--- config.mk ---
export PLATFORM = sky130hd
export DESIGN_NAME = frac_ns_timer
export DESIGN_NICKNAME = d
export VERILOG_FILES = /design/src/rtl/ts_pkg.sv /design/src/rtl/ts_frac_accum.sv /design/src/rtl/ts_ns_counter.sv /design/src/rtl/ts_reg_if.sv /design/src/rtl/frac_ns_timer.sv
export SDC_FILE = /design/constraint.sdc
export NUM_CORES = 1
export LEC_CHECK = 0
export CAP_MARGIN = 15
export CORE_UTILIZATION = 34
export DETAILED_ROUTE_END_ITERATION = 7
export PLACE_DENSITY = 0.49
export SKIP_LAST_GASP = 1
export SLEW_MARGIN = 0
export SYNTH_ARGS = -nofsm -noshare
export SYNTH_HDL_FRONTEND = slang
export SYNTH_SLANG_ARGS = --single-unit
--- constraint.sdc ---
create_clock -name clk_i -period 5.7 [get_ports clk_i]
set_input_delay 1.425 -clock clk_i [delete_from_list [all_inputs] [get_ports clk_i]]
set_output_delay 1.425 -clock clk_i [all_outputs]
set_load 0.005 [all_outputs]
--- src/rtl/ts_pkg.sv ---
package ts_pkg;
  localparam int unsigned TS_NS_W   = 40;
  localparam int unsigned TS_FRAC_W = 32;
  localparam int unsigned TS_REG_W  = 32;
  localparam int unsigned TS_ADDR_W = 3;
  localparam int unsigned TS_STEP   = 8;

  // word addresses
  localparam int unsigned TS_A_FRAC = 0;
  localparam int unsigned TS_A_LO   = 1;
  localparam int unsigned TS_A_HI   = 2;
  localparam int unsigned TS_A_ADJ  = 3;
  localparam int unsigned TS_A_CTRL = 4;
endpackage

--- src/rtl/ts_frac_accum.sv ---
module ts_frac_accum
  import ts_pkg::*;
#(
  parameter int unsigned FRAC_W = TS_FRAC_W,
  parameter int unsigned REG_W  = TS_REG_W
) (
  input  logic [FRAC_W-1:0] frac_i,
  input  logic [REG_W-1:0]  adj_i,
  output logic [FRAC_W-1:0] frac_nxt_o,
  output logic              carry_o,
  output logic              borrow_o
);
  localparam int unsigned MAG_W = REG_W - 1;

  logic [FRAC_W-1:0] mag;
  logic [FRAC_W:0]   sum, diff;
  logic              neg;

  generate
    if (MAG_W >= FRAC_W) begin : g_trunc
      assign mag = adj_i[FRAC_W-1:0];
    end else begin : g_ext
      assign mag = FRAC_W'(adj_i[MAG_W-1:0]);
    end
  endgenerate

  assign neg  = adj_i[REG_W-1];
  assign sum  = {1'b0, frac_i} + {1'b0, mag};
  assign diff = {1'b0, frac_i} - {1'b0, mag};

  always_comb begin
    if (neg) begin
      frac_nxt_o = diff[FRAC_W-1:0];
      carry_o    = 1'b0;
      borrow_o   = diff[FRAC_W];
    end else begin
      frac_nxt_o = sum[FRAC_W-1:0];
      carry_o    = sum[FRAC_W];
      borrow_o   = 1'b0;
    end
  end
endmodule

--- src/rtl/ts_ns_counter.sv ---
module ts_ns_counter
  import ts_pkg::*;
#(
  parameter int unsigned NS_W   = TS_NS_W,
  parameter int unsigned FRAC_W = TS_FRAC_W,
  parameter int unsigned STEP   = TS_STEP
) (
  input  logic              clk_i,
  input  logic              rst_ni,
  input  logic              run_i,
  input  logic              load_i,
  input  logic [NS_W-1:0]   load_ns_i,
  input  logic [FRAC_W-1:0] frac_nxt_i,
  input  logic              carry_i,
  input  logic              borrow_i,
  output logic [NS_W-1:0]   ns_o,
  output logic [FRAC_W-1:0] frac_o
);
  logic [NS_W-1:0] ns_q, ns_step;
  logic [FRAC_W-1:0] frac_q;

  // step of STEP, STEP+1 or STEP-1, wrapping at 2^NS_W
  assign ns_step = ns_q + NS_W'(STEP) + NS_W'(carry_i) - NS_W'(borrow_i);

  always_ff @(posedge clk_i or negedge rst_ni) begin
    if (!rst_ni) begin
      ns_q   <= '0;
      frac_q <= '0;
    end else if (load_i) begin
      ns_q   <= load_ns_i;
      frac_q <= '0;
    end else if (run_i) begin
      ns_q   <= ns_step;
      frac_q <= frac_nxt_i;
    end
  end

  assign ns_o   = ns_q;
  assign frac_o = frac_q;
endmodule

--- src/rtl/ts_reg_if.sv ---
module ts_reg_if
  import ts_pkg::*;
#(
  parameter int unsigned NS_W   = TS_NS_W,
  parameter int unsigned FRAC_W = TS_FRAC_W,
  parameter int unsigned REG_W  = TS_REG_W,
  parameter int unsigned ADDR_W = TS_ADDR_W
) (
  input  logic              clk_i,
  input  logic              rst_ni,
  input  logic              wr_i,
  input  logic              rd_i,
  input  logic [ADDR_W-1:0] addr_i,
  input  logic [REG_W-1:0]  wdata_i,
  input  logic [NS_W-1:0]   ns_i,
  input  logic [FRAC_W-1:0] frac_i,
  output logic [REG_W-1:0]  rdata_o,
  output logic [REG_W-1:0]  adj_o,
  output logic              run_o,
  output logic              load_o,
  output logic [NS_W-1:0]   load_ns_o
);
  localparam int unsigned HI_W = NS_W - REG_W;
  localparam logic [ADDR_W-1:0] A_FRAC = ADDR_W'(TS_A_FRAC);
  localparam logic [ADDR_W-1:0] A_LO   = ADDR_W'(TS_A_LO);
  localparam logic [ADDR_W-1:0] A_HI   = ADDR_W'(TS_A_HI);
  localparam logic [ADDR_W-1:0] A_ADJ  = ADDR_W'(TS_A_ADJ);
  localparam logic [ADDR_W-1:0] A_CTRL = ADDR_W'(TS_A_CTRL);

  logic [REG_W-1:0] lo_hold_q, adj_q;
  logic [NS_W-1:0]  snap_q;
  logic             stop_q;

  always_ff @(posedge clk_i or negedge rst_ni) begin
    if (!rst_ni) begin
      lo_hold_q <= '0;
      adj_q     <= '0;
      stop_q    <= 1'b0;
    end else if (wr_i) begin
      unique case (addr_i)
        A_LO:    lo_hold_q <= wdata_i;
        A_ADJ:   adj_q     <= wdata_i;
        A_CTRL:  stop_q    <= wdata_i[REG_W-1];
        default: ;
      endcase
    end
  end

  // lowest word read latches the full count
  always_ff @(posedge clk_i or negedge rst_ni) begin
    if (!rst_ni)                      snap_q <= '0;
    else if (rd_i && addr_i == A_FRAC) snap_q <= ns_i;
  end

  always_comb begin
    rdata_o = '0;
    if (rd_i) begin
      unique case (addr_i)
        A_FRAC:  rdata_o = REG_W'(frac_i);
        A_LO:    rdata_o = snap_q[REG_W-1:0];
        A_HI:    rdata_o = REG_W'(snap_q[NS_W-1:REG_W]);
        A_ADJ:   rdata_o = adj_q;
        A_CTRL:  rdata_o = {stop_q, {(REG_W-1){1'b0}}};
        default: rdata_o = '0;
      endcase
    end
  end

  assign adj_o     = adj_q;
  assign run_o     = !stop_q;
  assign load_o    = wr_i && (addr_i == A_HI);
  assign load_ns_o = {wdata_i[HI_W-1:0], lo_hold_q};
endmodule

--- src/rtl/frac_ns_timer.sv ---
module frac_ns_timer
  import ts_pkg::*;
#(
  parameter int unsigned NS_W   = TS_NS_W,
  parameter int unsigned FRAC_W = TS_FRAC_W,
  parameter int unsigned REG_W  = TS_REG_W,
  parameter int unsigned ADDR_W = TS_ADDR_W,
  parameter int unsigned STEP   = TS_STEP
) (
  input  logic              clk_i,
  input  logic              rst_ni,
  input  logic              reg_wr_i,
  input  logic              reg_rd_i,
  input  logic [ADDR_W-1:0] reg_addr_i,
  input  logic [REG_W-1:0]  reg_wdata_i,
  output logic [REG_W-1:0]  reg_rdata_o,
  output logic [NS_W-1:0]   time_ns_o
);
  logic [REG_W-1:0]  adj_q;
  logic              run, load_en, carry, borrow;
  logic [NS_W-1:0]   load_ns;
  logic [FRAC_W-1:0] frac_q, frac_nxt;

  ts_reg_if #(
    .NS_W(NS_W), .FRAC_W(FRAC_W), .REG_W(REG_W), .ADDR_W(ADDR_W)
  ) u_regs (
    .clk_i     (clk_i),
    .rst_ni    (rst_ni),
    .wr_i      (reg_wr_i),
    .rd_i      (reg_rd_i),
    .addr_i    (reg_addr_i),
    .wdata_i   (reg_wdata_i),
    .ns_i      (time_ns_o),
    .frac_i    (frac_q),
    .rdata_o   (reg_rdata_o),
    .adj_o     (adj_q),
    .run_o     (run),
    .load_o    (load_en),
    .load_ns_o (load_ns)
  );

  ts_frac_accum #(.FRAC_W(FRAC_W), .REG_W(REG_W)) u_accum (
    .frac_i     (frac_q),
    .adj_i      (adj_q),
    .frac_nxt_o (frac_nxt),
    .carry_o    (carry),
    .borrow_o   (borrow)
  );

  ts_ns_counter #(.NS_W(NS_W), .FRAC_W(FRAC_W), .STEP(STEP)) u_cnt (
    .clk_i      (clk_i),
    .rst_ni     (rst_ni),
    .run_i      (run),
    .load_i     (load_en),
    .load_ns_i  (load_ns),
    .frac_nxt_i (frac_nxt),
    .carry_i    (carry),
    .borrow_i   (borrow),
    .ns_o       (time_ns_o),
    .frac_o     (frac_q)
  );
endmodule

* Yosys cells after proc, flatten, opt, wreduce, memory -nomap -nowiden *
Index checks and enable logic that the tools add are counted.
Widths: inputs -> output; s select.

cells by class
  muxes and demuxes = 9
  reductions and logical operators = 6
  $add $sub $neg = 5
  equal/unequal tests = 5

operator list
  operator               count
  $pmux 32 s5            1
  $mux 32                4
  $mux 40                2
  $add 40x1->40          1
  $add 40x4->40 const B  1
  $sub 40x1->40          1
  $add 32x31->33         1
  $sub 32x31->33         1
  $eq 3x2->1 const B     2
  $reduce_and 2->1       3
  $eq 3x1->1 const B     1
  $eq 3x3->1 const B     1
  $logic_not 3->1        1
  $logic_and 1x1->1      2
  $mux 1                 2
  $ne 2x2->1 const B     1

storage, ports and cells
  register bits = 177
  output and inout bits = 72
  bits of input ports = 39

* Depth between registers and ports, before layout *
  depth in word-level cells = 6
  gate-level depth with buffers = 29
  gate-level depth less buffers = 29

* Hierarchy *
Synthesis repeated with hierarchy kept, for this count alone.

unflattened totals
  cell total of the unflattened synthesis = 1,547
  area, all modules = 14,181.1 sq um

by module, submodules not included
  module         cells an instance  area an instance (sq um)  sequential area each (sq um)  times used
  ts_ns_counter  607                5,303.8                   1,801.7                       1
  ts_reg_if      366                5,107.4                   2,627.5                       1
  ts_frac_accum  574                3,769.9                   0.0                           1

* Worst setup path before layout *
OpenSTA, ideal clock, no wires.

  path kind = reg2reg
  start = reg u_cnt.frac_q[0], in the netlist u_cnt.frac_o[0]
  end = reg u_cnt.ns_q[33], in the netlist u_cnt.ns_o[33]
  buffers on the path = 0
  arrival time = 5,230 ps
  slack = 332 ps
  clock period less this slack = 5,368 ps
  stages on the path, launching flop included = 28
  required time = 5,562 ps
  path through = dfrtp_1 -> inv_1 -> ha_1 -> inv_1 -> fa_1 -> a211oi_2 -> o21bai_1 -> o31a_1 -> a41oi_2 -> o41ai_2 -> a31oi_2 -> o21ai_1 -> a211oi_1 -> nor2_1 -> nor4_1 -> ha_1 -> inv_1 -> ha_1 -> a211o_1 -> a211oi_2 -> or4_1 -> a211oi_1 -> o31a_1 -> o41ai_2 -> nor2_1 -> a31o_1 -> xnor2_1 -> a21oi_1

between the ends
  word-level cells in the longest chain between the ends = 6

RTL lines
  item                    RTL line             RTL
  from (decl)             ts_ns_counter.sv:20  logic [FRAC_W-1:0] frac_q;
  from (signal assigned)  ts_ns_counter.sv:34  frac_q <= frac_nxt_i;
  $add 32x31->33          ts_frac_accum.sv:28  assign sum = {1'b0, frac_i} + {1'b0, mag};
  $mux 1                  ts_frac_accum.sv:32  if (neg) begin
  $add 40x1->40           ts_ns_counter.sv:23  assign ns_step = ns_q + NS_W'(STEP) + NS_W'(carry_i) - NS_W'(borrow_i);
  $sub 40x1->40 (*)       ts_ns_counter.sv:23
  $mux 40 (*)             ts_ns_counter.sv:32  end else if (run_i) begin
  $mux 40 (*)             ts_ns_counter.sv:29  end else if (load_i) begin
  to (signal assigned)    ts_ns_counter.sv:30  ns_q <= load_ns_i;
  to (signal assigned)    ts_ns_counter.sv:33  ns_q <= ns_step;
  to (decl)               ts_ns_counter.sv:19  logic [NS_W-1:0] ns_q, ns_step;

Every way passes the cells marked *; elsewhere a longest branch is shown, timed or not. The select of a mux whose other input is x is not followed.
A chain may end at the register's enable or synchronous reset.

* Worst setup path after layout *
  start = reg u_cnt.frac_q[0], in the netlist u_cnt.frac_o[0]
  end = reg u_cnt.ns_q[36], in the netlist u_cnt.ns_o[36]

Same word-level chain as after synthesis.

==> qor.yml <==
outcome: "completed"
period_minus_slack_ps: 5496
ys.warnings.count: 0
ios: 111
placementRows: 72
antenna_left: 0
post-place-ws_ps: -308.7
synth_edf_count: 0
htree_levels: 4
cp.required_ps: 6000
first_pass_iters: 5
grt_usage_pct: 22.49
yosys-top-cells-area: "dfrtp_1 33%, mux2_2 11%, ha_1 9.6%"
crit_end: "u_cnt.ns_o[36]"
fin_ws_ps: 204.1
maxSlewViolCount: 0
synth-seq-cells: 177
die_h_microns: 200.8
via_per_inst: 5.392
rsz0062_at_grt: "yes"
grt_max_degree: 110
synth_cell_type_count: 75
synth_commonest_cells: "177 x dfrtp_1, 167 x nor2_1, 165 x a21oi_1, 130 x mux2_2, 108 x inv_1"
routed_wirelength_mm: 44.40
cpMaxStageDelayCell: "dfrtp_1"
coreArea_sq_mm: 0.03883
ys.flop_type: "dfrtp_1"
overflow: 0
finalSetupViolCount: 0
p_leak_nw: 7.186
num_vias: 11800
synth.most_common_cell: "dfrtp_1"
clockBufferDepth: 2
worstMarginPinSlew_ps: 992.3
endpoint_kind: "flop"
root_buffer: "clkbuf_16"
portBuffers: 110
worstPathMaxFanout: 3
reg2reg_depth: 30
multiInputGateArea_sq_mm: 0.008453
r2r_end: "u_cnt.ns_o[36]"
drive_gt1_share_pct: 18.92
syn_area_sq_mm: 0.01344
syn-num-nets: 1671
relSlewSlack_pct: 33.85
syn_to_final_growth_pct: 21.81
hp-class: "flop to flop"
cp-startpoint: "u_cnt.frac_o[0]"
drv_cap: 0
avgSynthCellArea_sq_um: 8.809
async_flop_share_pct: 100.0
cts_tree: "yes"
chipWidth_microns: 200.8
dp.final_hpwl_mm: 32.27
fin_area_sq_mm: 0.01637
cts.sinks: 177
ys_seq_area_share_pct: 32.95
syn_inst: 1526
initialDrtViolationCount: 685
finalNetCount: 1803
die-area_sq_mm: 0.04034
insertion_delay_ps: 460
p_per_area_mw_per_mm2: 675.5
grt_pass1_vias: 11890
remaining_drc_errors: 0
setup.worst_path.class: "flop to flop"
post_dp_cell_area_sq_mm: 0.01549
fmax_ghz: 0.1820
period_share_pct: 96.42
num-fill-cells: 3852
cts.clk_slew.worst_paths_ps: 80
cp-start-kind: "flop"
reg2reg_setup_slack_ps: 200
n_antenna_cell: 0
finalHoldViolations: 0
seqCellArea_sq_mm: 0.004434
synth_top_area_share_pct: 32.95
ctsHoldBuffers: 0
start_util_pct: 34.62
antenna_found_initial: 0
routabilityCongestion: 0.8714
ir_worst_vdd_mv: 0.2911
grt_first_pass_wirelength_mm: 70.18
numCtsBuffers: 17
crit_arrival_ps: 5800
reg2reg_from: "u_cnt.frac_o[0]"
slowest_delay_ps: 400
wire_per_inst_microns: 20.29
timing.hold.ws_ps: 485.0
yosysTopAreaCell: "dfrtp_1"
fin_worst_skew_ps: 17.52
==> report_power, final <==
part	switching [W]	total, W	internal [W]
Sequential	0.000633	0.00243	0.00179
Combinational	0.00391	0.00734	0.00343
Clock	0.000525	0.00129	0.000768
Total	0.00507	0.0111	0.00600
==> layout by cell type (no fill, tap or decap), types with 5 or more instances in the layout <==
| cell | Yosys | final |
|---|---|---|
| or3_1 | 6 | 6 |
| o21bai_1 | 13 | 13 |
| and2_1 | 6 | 6 |
| dfrtp_1 | 177 | 175 |
| xnor2_1 | 34 | 34 |
| nand4_1 | 8 | 8 |
| nand2_1 | 84 | 84 |
| or4_1 | 9 | 8 |
| o21a_1 | 10 | 10 |
| buf_4 | 2 | 88 |
| nand2b_1 | 13 | 12 |
| xor2_1 | 20 | 20 |
| nand3_1 | 29 | 28 |
| clkdlybuf4s50_1 | 0 | 107 |
| nor2b_1 | 23 | 22 |
| a21o_1 | 33 | 33 |
| a221o_1 | 5 | 5 |
| clkbuf_16 | 0 | 17 |
| inv_1 | 108 | 104 |
| inv_2 | 0 | 5 |
| ha_1 | 103 | 99 |
| o31a_1 | 5 | 5 |
| and3_1 | 8 | 8 |
| o21ai_0 | 82 | 78 |
| a31oi_1 | 12 | 12 |
| a211oi_1 | 17 | 15 |
| a21oi_2 | 0 | 6 |
| nor2_1 | 167 | 164 |
| mux4_2 | 8 | 8 |
| nor4_1 | 8 | 7 |
| mux2i_1 | 17 | 17 |
| a21oi_1 | 165 | 159 |
| nor3_1 | 32 | 31 |
| a22oi_1 | 24 | 24 |
| mux2_2 | 130 | 130 |
==> registers in the layout, summed over array words and instances (netlist names) <==
signal and count:
u_cnt.ns_o 40, u_regs.snap_q 40, u_cnt.frac_o 32, u_regs.adj_o 32, u_regs.lo_hold_q 32, u_regs.stop_q 1
==> worst max-delay path: cells and delay by family, from the launching register on <==
kind,cells,cell delay (ps)
and+or+nand+nor,4,540
muxes,1,210
DFF,1,400
AOI/OAI and AO/OA,15,2430
adders and majority gates,5,1350
buffers and inverters,5,400
==> layout make-up <==
type,count,area share (%)
Tap cell,518,3.958
Timing Repair Buffer,200,10.97
Multi-Input combinational cell,1152,51.62
Clock buffer,23,2.919
Sequential cell,177,27.08
Inverter,110,2.522
Clock inverter,8,0.9322
==> kinds of logic after synthesis <==
| family | Yosys count | share of synthesized area [%] |
|---|---|---|
| DFF | 177 | 32.95 |
| xor gates and xnor gates | 54 | 3.518 |
| AOI/OAI and AO/OA | 431 | 20.52 |
| buffers and inverters | 197 | 5.622 |
| adders and majority gates | 106 | 10.03 |
| muxes | 155 | 13.50 |
| and+or+nand+nor | 406 | 13.86 |
==> how the worst min path moves through the flow <==
stage	from	end	slack, ps	cells past startpoint
2_1_floorplan	u_regs.lo_hold_q[0]	u_cnt.ns_o[0]	450	2
3_3_place_gp	u_regs.lo_hold_q[0]	u_cnt.ns_o[0]	460	2
3_5_place_dp	u_regs.lo_hold_q[0]	u_cnt.ns_o[0]	470	2
4_1_cts	u_regs.lo_hold_q[5]	u_cnt.ns_o[5]	490	2
5_1_grt	u_regs.lo_hold_q[27]	u_cnt.ns_o[27]	510	1
6_report	u_regs.lo_hold_q[5]	u_cnt.ns_o[5]	480	2
==> metrics by stage <==
step	std cells	total power (W)	TNS [ps]	util (%)
after global placement	2146	0.009463	-633.4	39.89
final	2188	0.01106	0	42.17
after global routing	2188	0.01206	-780.2	42.17
after CTS	2181	0.01090	-291.4	41.70
after detailed placement	2146	0.009448	-1579	39.89
after floorplan	1526	0.007051	0	-
==> per-layer routing <==
layer	part of all wire, %	GRT usage [%]	wire length, microns	up-vias
li1	-	-	-	5696
met3	2.5	2.971	1107	27
met5	0	0	0	-
met2	48	36.88	21110	187
met1	49	31.49	21660	5888
met4	1.2	4.798	514	0
==> timing repair <==
action | in CTS | in global routing
pin swaps | 3 | 14
resized for setup | 11 | 29
endpoints found under the setup margin | 16 | 28
setup buffers | 4 | 7
No activity file was read; power rests on OpenSTA's default activity.
